$ cat src/rtl/xdl_pkg.sv
package xdl_pkg;
    typedef enum logic {
        TX_IDLE,
        TX_SHIFT
    } tx_state_e;

    typedef enum logic {
        RX_HUNT,
        RX_GATHER
    } rx_state_e;
endpackage

$ cat src/rtl/xdl_xor_lane.sv
// Bitwise differential combiner shared by both link ends.
module xdl_xor_lane #(
    parameter int W = 8
) (
    input  logic [W-1:0] cur_word,
    input  logic [W-1:0] hist_word,
    output logic [W-1:0] mix_word
);
    for (genvar i = 0; i < W; i++) begin : g_lane
        assign mix_word[i] = cur_word[i] ^ hist_word[i];
    end
endmodule

$ cat src/rtl/xdl_tx.sv
// Transmit end: differential coding against the last raw word, then MSB-first shift.
module xdl_tx
    import xdl_pkg::*;
#(
    parameter int W = 8
) (
    input  logic         clk,
    input  logic         rst_n,
    input  logic [W-1:0] in_word,
    input  logic         in_valid,
    output logic         in_ready,
    output logic         ser_bit,
    output logic         ser_start
);
    localparam int CW = (W > 1) ? $clog2(W) : 1;
    localparam logic [CW-1:0] LAST_IDX = CW'(W - 1);

    tx_state_e     state_q, state_d;
    logic [CW-1:0] bit_idx_q;
    logic [W-1:0]  shift_q;
    logic [W-1:0]  raw_hist_q;
    logic [W-1:0]  coded;
    logic          on_last;
    logic          take;

    xdl_xor_lane #(.W(W)) u_enc (
        .cur_word  (in_word),
        .hist_word (raw_hist_q),
        .mix_word  (coded)
    );

    assign on_last = (state_q == TX_SHIFT) && (bit_idx_q == LAST_IDX);
    assign take    = in_valid && in_ready;

    always_comb begin
        state_d = state_q;
        unique case (state_q)
            TX_IDLE:  if (take) state_d = TX_SHIFT;
            TX_SHIFT: if (on_last && !take) state_d = TX_IDLE;
            default:  state_d = TX_IDLE;
        endcase
    end

    always_ff @(posedge clk or negedge rst_n) begin
        if (!rst_n) state_q <= TX_IDLE;
        else        state_q <= state_d;
    end

    always_ff @(posedge clk or negedge rst_n) begin
        if (!rst_n) begin
            bit_idx_q  <= '0;
            shift_q    <= '0;
            raw_hist_q <= '0;
        end else if (take) begin
            bit_idx_q  <= '0;
            shift_q    <= coded;
            raw_hist_q <= in_word;
        end else if (state_q == TX_SHIFT) begin
            bit_idx_q  <= on_last ? '0 : bit_idx_q + 1'b1;
            shift_q    <= {shift_q[W-2:0], 1'b0};
        end
    end

    always_comb begin
        in_ready  = 1'b0;
        ser_bit   = 1'b0;
        ser_start = 1'b0;
        unique case (state_q)
            TX_IDLE: in_ready = 1'b1;
            TX_SHIFT: begin
                in_ready  = on_last;
                ser_bit   = shift_q[W-1];
                ser_start = (bit_idx_q == '0);
            end
            default: in_ready = 1'b0;
        endcase
    end
endmodule

$ cat src/rtl/xdl_rx.sv
// Receive end: marker-aligned deserializer, then XOR with last decoded word.
module xdl_rx
    import xdl_pkg::*;
#(
    parameter int W = 8
) (
    input  logic         clk,
    input  logic         rst_n,
    input  logic         ser_bit,
    input  logic         ser_start,
    output logic [W-1:0] out_word,
    output logic         out_valid
);
    localparam int CW = (W > 1) ? $clog2(W) : 1;
    localparam logic [CW-1:0] LAST_IDX = CW'(W - 1);

    rx_state_e     state_q, state_d;
    logic [CW-1:0] got_q;
    logic [W-1:0]  gather_q;
    logic [W-1:0]  dec_hist_q;
    logic [W-1:0]  full_word;
    logic [W-1:0]  plain;
    logic          word_done;
    logic [W-1:0]  word_q;
    logic          strobe_q;

    assign full_word = {gather_q[W-2:0], ser_bit};
    assign word_done = (state_q == RX_GATHER) && !ser_start && (got_q == LAST_IDX);

    xdl_xor_lane #(.W(W)) u_dec (
        .cur_word  (full_word),
        .hist_word (dec_hist_q),
        .mix_word  (plain)
    );

    always_comb begin
        state_d = state_q;
        unique case (state_q)
            RX_HUNT:   if (ser_start) state_d = RX_GATHER;
            RX_GATHER: if (word_done) state_d = RX_HUNT;
            default:   state_d = RX_HUNT;
        endcase
    end

    always_ff @(posedge clk or negedge rst_n) begin
        if (!rst_n) state_q <= RX_HUNT;
        else        state_q <= state_d;
    end

    always_ff @(posedge clk or negedge rst_n) begin
        if (!rst_n) begin
            got_q      <= '0;
            gather_q   <= '0;
            dec_hist_q <= '0;
            word_q     <= '0;
            strobe_q   <= 1'b0;
        end else begin
            strobe_q <= 1'b0;
            if (ser_start) begin
                got_q    <= CW'(1);
                gather_q <= full_word;
            end else if (state_q == RX_GATHER) begin
                gather_q <= full_word;
                if (word_done) begin
                    got_q      <= '0;
                    dec_hist_q <= plain;
                    word_q     <= plain;
                    strobe_q   <= 1'b1;
                end else begin
                    got_q <= got_q + 1'b1;
                end
            end
        end
    end

    always_comb begin
        out_word  = word_q;
        out_valid = strobe_q;
    end
endmodule

$ cat src/rtl/xdl_link_codec.sv
module xdl_link_codec #(
    parameter int W = 8
) (
    input  logic         clk,
    input  logic         rst_n,
    input  logic [W-1:0] in_word,
    input  logic         in_valid,
    output logic         in_ready,
    output logic         line_bit,
    output logic         line_start,
    output logic [W-1:0] out_word,
    output logic         out_valid
);
    xdl_tx #(.W(W)) u_tx (
        .clk       (clk),
        .rst_n     (rst_n),
        .in_word   (in_word),
        .in_valid  (in_valid),
        .in_ready  (in_ready),
        .ser_bit   (line_bit),
        .ser_start (line_start)
    );

    xdl_rx #(.W(W)) u_rx (
        .clk       (clk),
        .rst_n     (rst_n),
        .ser_bit   (line_bit),
        .ser_start (line_start),
        .out_word  (out_word),
        .out_valid (out_valid)
    );
endmodule

$ cat config.mk
export PLATFORM = sky130hd
export DESIGN_NAME = xdl_link_codec
export DESIGN_NICKNAME = d
export VERILOG_FILES = /design/src/rtl/xdl_pkg.sv /design/src/rtl/xdl_xor_lane.sv /design/src/rtl/xdl_tx.sv /design/src/rtl/xdl_rx.sv /design/src/rtl/xdl_link_codec.sv
export SDC_FILE = /design/constraint.sdc
export NUM_CORES = 1
export LEC_CHECK = 0
export BUFFER_PORTS_ARGS = -buffer_cell sky130_fd_sc_hd__buf_2
export CORE_MARGIN = 2
export CORE_UTILIZATION = 50
export CTS_CLUSTER_SIZE = 10
export DETAILED_ROUTE_END_ITERATION = 8
export PLACE_DENSITY = 0.73
export SLEW_MARGIN = 15
export SYNTH_ARGS = -nofsm -noshare
export SYNTH_HDL_FRONTEND = slang
export SYNTH_SLANG_ARGS = --single-unit
$ cat constraint.sdc
create_clock -name clk -period 2.2 [get_ports clk]
set_clock_uncertainty 0.15 [all_clocks]
set_input_delay 0.11 -clock clk [delete_from_list [all_inputs] [get_ports clk]]
set_output_delay 0.11 -clock clk [all_outputs]
set_load 0.1 [all_outputs]
==> impl_metrics.py, run 1 <==
metrics = {
    "synthesis": {
        "seq_area_frac_synth_pct": 55.1,
        "syn_inst": 144,
        "avgSynthCellArea_um2": 12.6,
        "syn_area_um2": 1820,
        "syn_nets": 160,
        "ys_seq_elements": 40,
        "yosys_warnings": 0,
        "yosysUniqueCellTypes": 29,
    },
    "detailed_routing": {
        "firstDrtPassIters": 4,
        "antenna_left": 0,
        "wl_met3_um": 92,
        "vias": 1137,
        "drt_iter0_markers": 89,
        "met1_length_um": 1320,
        "post-route-drc-count": 0,
        "viasPerCell": 5.05,
        "dr.max_layer_used": "met4",
        "route.met2.wl_um": 1520,
        "avgRoutedWirePerCell_um": 13.2,
        "routed_wl_um": 2960,
    },
    "sta": {
        "drv_slew": 0,
        "worstMarginPinSlew_ps": 868,
        "rsz0062_at_grt": "false",
        "slew_headroom_pct": 42.1,
        "setup_tns_ps": 0,
        "fin_crit_sh_pct": 92.3,
        "finalHoldViolCount": 0,
        "worst_slack_ps": 170,
        "final.min_clock_period_ps": 2030,
        "fmax_mhz": 493,
        "setup_violations": 0,
    },
    "global_route": {
        "grt_usage_pct": 16.8,
        "grt_max_degree": 41,
        "antenna_found_initial": 0,
        "grt_first_pass_wirelength_um": 5220,
        "overflow": 0,
        "grt_pass1_vias": 1193,
    },
    "clock_network": {
        "cts_sinks": 40,
        "insertion_delay_ps": 340,
        "cts_setup_buffers": 0,
        "cts_resized": 0,
        "cts_buffers": 5,
        "path_clk_slew_ps": 130,
        "cts_max_path_buffers": 2,
        "cts-root-buf": "clkbuf_4",
        "tritoncts": "yes",
        "holdBufCountCts": 10,
        "htree_levels": 2,
    },
    "placed_design": {
        "dpl.hpwl_um": 2090,
        "io_buffers": 22,
        "place_congestion": 0.690,
        "dp_slack_ps": 364,
    },
    "critical_path": {
        "crit_chain": "inv_1, ha_1, nand3b_4, inv_4, buf_2",
        "worstPathRequired_ps": 1940,
        "arrival_ps": 1770,
        "cp_num_buf_inv": 3,
        "end_kind": "primary output",
        "worst_path_max_delay_cell": "dfrtp_1",
        "crit_path_start_kind": "register",
        "worstPathMaxFanout": 12,
        "cp_top_family": "buffers and inverters",
        "crit_type": "reg2out",
        "max_stage_delay_ps": 430,
    },
    "floorplanning": {
        "start_util_pct": 53.2,
        "die-area_um2": 4130,
        "fp-row-count": 21,
        "die_w_um": 64.3,
        "die_y_um": 64.3,
        "boundaryPins": 23,
        "core-area_um2": 3420,
    },
    "final_layout": {
        "fin_nets": 194,
        "antennaDiodeCount": 0,
        "syn2layout_area_growth_pct": 17.6,
        "drive_gt1_share_pct": 30.2,
    },
    "run": {
        "max_cap_violations": 0,
    },
    "hold_path": {
        "hold_class": "in2async",
    },
    "status": {
        "status": "completed",
    },
}
[flip-flops by register name (all words and copies together) (netlist names)]
name,count
u_rx.dec_hist_q,8
u_rx.gather_q,7
u_rx.got_q,3
u_rx.out_valid,1
u_rx.state_q,1
u_tx.bit_idx_q,3
u_tx.raw_hist_q,8
u_tx.shift_q,8
u_tx.state_q,1
[cell usage in the layout, fill, tap and decap left out]
| cell | Yosys | routed |
|---|---|---|
| nand3_1 | 8 | 8 |
| nand3b_4 | 1 | 1 |
| and2_1 | 3 | 3 |
| o21ai_0 | 5 | 5 |
| nand2b_1 | 2 | 2 |
| buf_2 | 1 | 22 |
| nor3b_1 | 3 | 3 |
| nor2_2 | 1 | 1 |
| nand2_4 | 1 | 1 |
| o211ai_1 | 4 | 4 |
| a211o_2 | 3 | 3 |
| clkbuf_4 | 0 | 5 |
| a21boi_1 | 1 | 1 |
| xnor2_1 | 16 | 16 |
| ha_1 | 5 | 5 |
| nor2_4 | 1 | 1 |
| nor2b_1 | 1 | 1 |
| a21oi_1 | 4 | 4 |
| mux2_2 | 10 | 10 |
| dfrtp_1 | 40 | 40 |
| inv_4 | 1 | 1 |
| nand2_1 | 14 | 14 |
| bufinv_16 | 0 | 1 |
| mux2_4 | 5 | 5 |
| mux2i_1 | 2 | 2 |
| nor2_1 | 2 | 2 |
| a22oi_1 | 1 | 1 |
| inv_1 | 4 | 4 |
| clkbuf_8 | 0 | 2 |
| nand2b_4 | 1 | 1 |
| dlygate4sd3_1 | 0 | 10 |
[worst paths after layout]
kind	startpoint	end	slack (ps)	cells after the start
setup / recovery	u_tx.bit_idx_q[0]	line_start	170	5
hold / removal	rst_n	u_tx.shift_q[5]	260	2
setup reg to reg	u_tx.bit_idx_q[0]	u_tx.raw_hist_q[7]	360	5
hold reg to reg	u_rx.dec_hist_q[4]	u_rx.dec_hist_q[4]	320	1
max in group asynchronous	rst_n	u_rx.out_valid	1090	2
min in group clk	u_rx.dec_hist_q[4]	u_rx.dec_hist_q[4]	320	1
[metal layers]
metal  GRT usage [%]  vias up
li1                -      556
met1            19.6      562
met2            28.8       17
met3            4.93        2
met4            7.18        0
met5               0        -
[metrics by stage]
stage	hold slack (ps)	utilization, %	area [um2]	instances
floorplan	-336	-	1820	144
global placement	106	56.9	1940	207
detailed placement	128	56.9	1940	207
CTS	282	62.6	2140	225
global route	336	62.6	2140	225
finish	262	62.6	2140	225
[cells by family (layout without fill, tap and decap cells)]
logic type	after synthesis	after routing	synth area share (%)
flops	40	40	55.1
simple gates	38	38	12.3
compound gates	18	18	6.61
mux	17	17	11.4
xor+xnor	16	16	7.71
buf+inv	10	45	3.51
fa+ha+maj	5	5	3.44
[final cells by class]
class / instances / area [um2]
clock buffers: 7 / 65.1
clock inverters: 1 / 30.0
fillers: 289 / 1280
inverters: 5 / 21.3
multi-input cells: 94 / 753
flip-flops and latches: 40 / 1000
well taps: 46 / 57.6
repair buffers: 32 / 210
[worst register-to-register path, cell delays in order (launching register included)]
cell	delay [ps]
dfrtp_1	430
ha_1	210
ha_1	210
nand2b_4	180
nand2_4	190
mux2_2	370
[Yosys cell counts]
| master | n | area share (%) |
|---|---|---|
| dfrtp_1 | 40 | 55 |
| xnor2_1 | 16 | 7.7 |
| nand2_1 | 14 | 2.9 |
| mux2_2 | 10 | 6.2 |
| nand3_1 | 8 | 2.2 |
| ha_1 | 5 | 3.4 |
| mux2_4 | 5 | 4.1 |
| o21ai_0 | 5 | 1.4 |
| a21oi_1 | 4 | 1.1 |
| inv_1 | 4 | 0.83 |
| o211ai_1 | 4 | 1.7 |
| a211o_2 | 3 | 1.7 |
| and2_1 | 3 | 1.0 |
| nor3b_1 | 3 | 1.2 |
| buf_4 | 2 | 0.83 |
| buf_6 | 2 | 1.2 |
| mux2i_1 | 2 | 1.1 |
| nand2b_1 | 2 | 0.69 |
| nor2_1 | 2 | 0.41 |
| a21boi_1 | 1 | 0.41 |
| a22oi_1 | 1 | 0.41 |
| buf_2 | 1 | 0.28 |
| inv_4 | 1 | 0.34 |
| nand2_4 | 1 | 0.62 |
| nand2b_4 | 1 | 0.76 |
| nand3b_4 | 1 | 1.1 |
| nor2_2 | 1 | 0.34 |
| nor2_4 | 1 | 0.62 |
| nor2b_1 | 1 | 0.34 |
Power of run 1 is not shown: default switching activity piles up to over one toggle a cycle in this logic, so the estimate is an artifact.
==> inputs of run 2 (changes only) <==
--- a/config.mk
+++ b/config.mk
@@ -7,11 +7,13 @@
 export LEC_CHECK = 0
 export BUFFER_PORTS_ARGS = -buffer_cell sky130_fd_sc_hd__buf_2
 export CORE_MARGIN = 2
-export CORE_UTILIZATION = 50
+export CORE_UTILIZATION = 57
 export CTS_CLUSTER_SIZE = 10
 export DETAILED_ROUTE_END_ITERATION = 8
-export PLACE_DENSITY = 0.73
+export GPL_TIMING_DRIVEN = 0
+export PLACE_DENSITY = 0.81
 export SLEW_MARGIN = 15
 export SYNTH_ARGS = -nofsm -noshare
 export SYNTH_HDL_FRONTEND = slang
+export SYNTH_HIERARCHICAL = 1
 export SYNTH_SLANG_ARGS = --single-unit
==> impl_metrics.py, run 2 <==
metrics = {
    "placed_design": {
        "io_buffers": 22,
        "dpl.hpwl_um": 2060,
        "dpl.cell_count": 215,
        "place_congestion": 0.750,
        "dp_slack_ps": 277,
    },
    "synthesis": {
        "ys_seq_elements": 40,
        "yosys-top-cells-area": "dfrtp_1 53%, mux2_2 14%, xor2_1 7.4%",
        "seq_area_frac_synth_pct": 52.8,
        "syn_nets": 165,
        "synthFlopType": "dfrtp_1",
        "syn_area_um2": 1890,
        "netlist.area_leader.share_pct": 52.8,
        "syn_inst": 149,
        "avgSynthCellArea_um2": 12.7,
        "synth_edf_count": 0,
        "yosys_warnings": 6,
        "synthArstFlopShare_pct": 100,
        "synth_common_cells": "40 x dfrtp_1, 23 x mux2_2, 16 x xor2_1",
        "yosys.area.top_type": "dfrtp_1",
        "synth_most_common_cell": "dfrtp_1",
        "yosysUniqueCellTypes": 29,
    },
    "clock_network": {
        "cts_buffers": 5,
        "cts_setup_buffers": 0,
        "tritoncts": "yes",
        "cts_max_path_buffers": 2,
        "insertion_delay_ps": 350,
        "cts-root-buf": "clkbuf_4",
        "cts_sinks": 40,
        "path_clk_slew_ps": 120,
        "htree_levels": 2,
    },
    "power": {
        "p_total_uw": 3490,
        "ir_drop_v": 0.000660,
        "comb_power_share_pct": 48.9,
        "p_sw_uw": 1580,
        "switching_share_pct": 45.2,
        "p_clk_share_pct": 15.5,
        "leakagePower_uw": 0.00116,
        "pwr-share-seq_pct": 35.6,
        "p_int_uw": 1920,
        "power_density_nw_per_um2": 1550,
    },
    "critical_path": {
        "worstReg2RegEnd": "u_tx/raw_hist_q[5]",
        "crit_path_start_kind": "register",
        "rrSetupSlack_ps": 250,
        "endpoint": "in_ready",
        "crit_start": "u_tx/bit_idx_q[0]",
        "crit_type": "reg2out",
        "r2r-start": "u_tx/bit_idx_q[0]",
        "worstPathRequired_ps": 1940,
        "reg2reg_depth": 5,
        "arrival_ps": 1810,
        "end_kind": "primary output",
        "worstPathMaxFanout": 10,
    },
    "detailed_routing": {
        "viasPerCell": 5.39,
        "firstDrtPassIters": 4,
        "routed_wl_um": 3200,
        "vias": 1251,
        "antenna_left": 0,
        "drt_iter0_markers": 40,
        "avgRoutedWirePerCell_um": 13.8,
        "post-route-drc-count": 0,
    },
    "sta": {
        "finalHoldViolCount": 0,
        "setup_tns_ps": 0,
        "drv_slew": 0,
        "rsz0062_at_grt": "false",
        "slew_headroom_pct": 42.2,
        "setup_violations": 0,
        "final.min_clock_period_ps": 2070,
        "worstMarginPinSlew_ps": 868,
        "fmax_mhz": 484,
        "worst_slack_ps": 135,
        "holdWs_ps": 108,
        "fin_crit_sh_pct": 93.9,
    },
    "final_layout": {
        "mostFrequentLayoutCells": "40 x dfrtp_1, 23 x mux2_2, 22 x buf_2",
        "layout.cells.non_filler": 232,
        "drive_gt1_share_pct": 35.1,
        "antennaDiodeCount": 0,
        "mostFrequentLayoutCell": "dfrtp_1",
        "fin_nets": 203,
        "syn2layout_area_growth_pct": 19.2,
    },
    "floorplanning": {
        "core-area_um2": 3100,
        "die-area_um2": 3800,
        "start_util_pct": 61.0,
        "boundaryPins": 23,
        "fp-row-count": 20,
        "die_w_um": 61.7,
        "die_y_um": 61.7,
    },
    "global_route": {
        "grt_pass1_vias": 1329,
        "overflow": 0,
        "grt_usage_pct": 20.3,
        "grt_max_degree": 41,
        "antenna_found_initial": 0,
        "grt_first_pass_wirelength_um": 5430,
    },
    "run": {
        "max_cap_violations": 0,
    },
    "hold_path": {
        "hold_class": "in2reg",
    },
    "status": {
        "status": "completed",
    },
}
[run 2: cells by family (layout without fill, tap and decap cells)]
family | after synthesis | in the layout | synth area share, %
and+or+nand+nor | 24 | 24 | 8.72
muxes | 32 | 32 | 18.4
adders and majority gates | 5 | 5 | 3.30
DFF | 40 | 40 | 52.8
xor gates and xnor gates | 16 | 16 | 7.40
AOI/OAI and AO/OA | 21 | 21 | 6.61
buffers and inverters | 11 | 50 | 2.71
[run 2: through the flow]
step,cell area [um2],util [%]
after global placement,2070,66.6
after CTS,2250,72.6
after global routing,2260,72.7
final,2260,72.7
after detailed placement,2070,66.6
after floorplan,1900,-
[run 2: worst min-delay path by stage]
stage                         from            endpoint  cells past startpoint
after floorplan              rst_n    u_rx/gather_q[0]                      0
after global placement       rst_n    u_rx/out_word[6]                      1
after detailed placement     rst_n    u_rx/out_word[7]                      1
after CTS                 in_valid  u_tx/raw_hist_q[0]                      3
after global routing      in_valid  u_tx/raw_hist_q[2]                      3
final                     in_valid  u_tx/raw_hist_q[0]                      3
[run 2: cell type report]
| type | count | area, um2 |
|---|---|---|
| Buffer | 5 | 28.8 |
| Clock buffer | 7 | 65.1 |
| Clock inverter | 1 | 30.0 |
| Fill cell | 230 | 846 |
| Inverter | 6 | 22.5 |
| Multi-Input combinational cell | 98 | 850 |
| Sequential cell | 40 | 1000 |
| Tap cell | 44 | 55.1 |
| Timing Repair Buffer | 31 | 205 |
[run 2: critical path, stage by stage (launching register included)]
cell	delay, ps
dfrtp_1	410
ha_1	170
ha_1	320
nand2b_4	220
clkbuf_4	330
[run 2: power by group through the flow]
stage | logic (uW) | registers [uW] | clock network, uW
floorplan | 964 | 1680 | 0
global placement | 1630 | 1240 | 0
detailed placement | 1690 | 1260 | 0
CTS | 1710 | 1250 | 553
global route | 1850 | 1280 | 584
finish | 1710 | 1250 | 541
[run 2: timing repair]
item                                    in CTS  in global routing
hold endpoints to repair                    50                  0
resized for setup                            0                  2
endpoints found under the setup margin       0                  2
hold buffers                                 9                  0
[run 2: metal layers]
layer	global-route usage, %	routed length [um]	up-vias	share of wire, %
met5	0	0	-	0
met3	6.51	142	10	4.4
li1	-	-	597	-
met4	9.73	82	0	2.6
met1	21.7	1380	614	43
met2	36.1	1600	30	50
Power figures use the tool's default switching activity.
==> inputs of run 3 (changes only) <==
--- a/config.mk
+++ b/config.mk
@@ -7,11 +7,11 @@
 export LEC_CHECK = 0
 export BUFFER_PORTS_ARGS = -buffer_cell sky130_fd_sc_hd__buf_2
 export CORE_MARGIN = 2
-export CORE_UTILIZATION = 57
+export CORE_UTILIZATION = 51
 export CTS_CLUSTER_SIZE = 10
 export DETAILED_ROUTE_END_ITERATION = 8
 export GPL_TIMING_DRIVEN = 0
-export PLACE_DENSITY = 0.81
+export PLACE_DENSITY = 0.77
 export SLEW_MARGIN = 15
 export SYNTH_ARGS = -nofsm -noshare
 export SYNTH_HDL_FRONTEND = slang
==> constraint.sdc (replaced) <==
create_clock -name clk -period 1.9 [get_ports clk]
set_clock_uncertainty 0.15 [all_clocks]
set_input_delay 0.095 -clock clk [delete_from_list [all_inputs] [get_ports clk]]
set_output_delay 0.095 -clock clk [all_outputs]
set_load 0.1 [all_outputs]
==> impl_metrics.py, run 3 (synthesis results as in run 2) <==
metrics = {
    "critical_path": {
        "worstPathMaxFanout": 10,
        "reg2reg_depth": 5,
        "crit_chain": "ha_1, ha_2, nand2b_4, nand2_4, mux2_2",
        "r2r-start": "u_tx/bit_idx_q[0]",
        "arrival_ps": 1830,
        "crit_type": "reg2reg",
        "worstPathRequired_ps": 1930,
        "end_kind": "register",
        "cp_num_buf_inv": 0,
        "cp_top_family": "adder cells",
        "rrSetupSlack_ps": 100,
        "crit_path_start_kind": "register",
        "max_stage_delay_ps": 420,
        "worst_path_max_delay_cell": "dfrtp_1",
        "worstReg2RegEnd": "u_tx/raw_hist_q[7]",
    },
    "final_layout": {
        "drive_gt1_share_pct": 36.7,
        "antennaDiodeCount": 0,
        "nFillCells": 282,
        "mostFrequentLayoutCells": "40 x dfrtp_1, 23 x mux2_2, 22 x buf_2",
        "fin_util_pct": 63.2,
        "syn2layout_area_growth_pct": 20.3,
        "fin_nets": 203,
        "mostFrequentLayoutCell": "dfrtp_1",
    },
    "sta": {
        "setup_tns_ps": 0,
        "setup_violations": 0,
        "fmax_mhz": 554,
        "fin_crit_sh_pct": 95.0,
        "rsz0062_at_grt": "false",
        "finalHoldViolCount": 0,
        "drv_slew": 0,
        "slew_headroom_pct": 42.9,
        "final.min_clock_period_ps": 1800,
        "worstMarginPinSlew_ps": 857,
    },
    "clock_network": {
        "cts_max_path_buffers": 2,
        "path_clk_slew_ps": 70,
        "insertion_delay_ps": 290,
        "cts-root-buf": "clkbuf_8",
        "cts_sinks": 40,
        "cts_buffers": 5,
        "tritoncts": "yes",
        "htree_levels": 2,
    },
    "hold_path": {
        "hold_end": "u_tx/raw_hist_q[4]",
        "holdPathStages": 3,
        "hold_class": "in2reg",
        "hp-start": "in_valid",
    },
    "floorplanning": {
        "boundaryPins": 23,
        "die-area_um2": 4220,
        "fp-row-count": 22,
        "die_w_um": 64.9,
        "start_util_pct": 52.5,
        "die_y_um": 64.9,
        "core-area_um2": 3610,
    },
    "global_route": {
        "top_usage_layer": "met2",
        "grt_usage_pct": 17.7,
        "met3_usage_pct": 5.21,
        "overflow": 0,
        "grt_max_degree": 41,
        "antenna_found_initial": 0,
        "met2_usage_pct": 29.3,
        "grt_first_pass_wirelength_um": 5640,
        "grt_pass1_vias": 1262,
        "gr-usage-met1_pct": 22.0,
    },
    "detailed_routing": {
        "avgRoutedWirePerCell_um": 13.8,
        "routed_wl_um": 3250,
        "antenna_left": 0,
        "post-route-drc-count": 0,
        "vias": 1233,
        "viasPerCell": 5.22,
        "firstDrtPassIters": 4,
        "drt_iter0_markers": 53,
    },
    "placed_design": {
        "place_congestion": 0.729,
        "dpl.hpwl_um": 2250,
        "io_buffers": 22,
    },
    "power": {
        "leakagePower_uw": 0.00117,
        "p_total_uw": 4050,
        "comb_power_share_pct": 50.0,
        "p_sw_uw": 1860,
        "ir_drop_v": 0.00113,
        "switching_share_pct": 45.9,
        "p_int_uw": 2190,
        "p_clk_share_pct": 14.3,
        "pwr-share-seq_pct": 35.8,
        "power_density_nw_per_um2": 1780,
    },
    "run": {
        "max_cap_violations": 0,
    },
    "status": {
        "status": "completed",
    },
}
==> run 3: area by class of cell <==
cell class,count,area [um2],share of cell area [%]
timing repair buffer,31,213,9.34
buffer,5,30.0,1.32
inverter,6,22.5,0.988
sequential,40,1000,43.9
tap,48,60.1,2.64
clock buffer,6,82.6,3.62
clock inverter,2,10.0,0.439
multi-input combinational,98,860,37.7
==> run 3: metal layers <==
metal	share of wire, %	vias to the layer above
met5	0	-
met4	1.2	0
met3	2.7	4
met2	51	17
met1	45	617
li1	-	595
==> run 3: timing repair <==
| item | in CTS | in global routing |
|---|---|---|
| setup endpoints to repair | 2 | 1 |
| gates resized for setup | 2 | 2 |
| hold buffers | 9 | 0 |
| buffers inserted | 0 | 0 |
| endpoints found under the hold margin | 49 | 0 |
| cloned | 0 | 0 |
==> run 3: tightest hold or removal path: stages <==
cell     delay, ps
buf_2          120
nand2_4        120
mux2_2         160
==> run 3: worst max path at each step <==
stage	slack [ps]	cells past startpoint	to	start
2_1_floorplan	-240	6	u_rx/out_word[0]	u_tx/bit_idx_q[0]
5_1_grt	4	5	u_tx/raw_hist_q[5]	u_tx/bit_idx_q[0]
3_5_place_dp	100	5	u_tx/raw_hist_q[7]	u_tx/bit_idx_q[0]
4_1_cts	7	4	in_ready	u_tx/bit_idx_q[0]
3_3_place_gp	160	5	u_tx/raw_hist_q[3]	u_tx/bit_idx_q[0]
6_report	100	5	u_tx/raw_hist_q[7]	u_tx/bit_idx_q[0]
==> run 3: power groups by stage <==
| stage | clock network (uW) | registers [uW] | logic, uW |
|---|---|---|---|
| 2_1_floorplan | 0 | 1950 | 1130 |
| 3_3_place_gp | 0 | 1440 | 1910 |
| 3_5_place_dp | 0 | 1470 | 1990 |
| 4_1_cts | 598 | 1450 | 2020 |
| 5_1_grt | 640 | 1490 | 2170 |
| 6_report | 577 | 1450 | 2020 |
==> run 3: stage by stage <==
| stage | instances | setup slack [ps] | hold slack [ps] | cell area, um2 |
|---|---|---|---|---|
| global route | 236 | 3.75 | 110 | 2280 |
| detailed placement | 219 | 103 | 113 | 2080 |
| global placement | 219 | 161 | 109 | 2080 |
| CTS | 236 | 7.04 | 84.2 | 2270 |
| floorplan | 149 | -241 | -351 | 1910 |
| finish | 236 | 95.3 | 90.8 | 2280 |
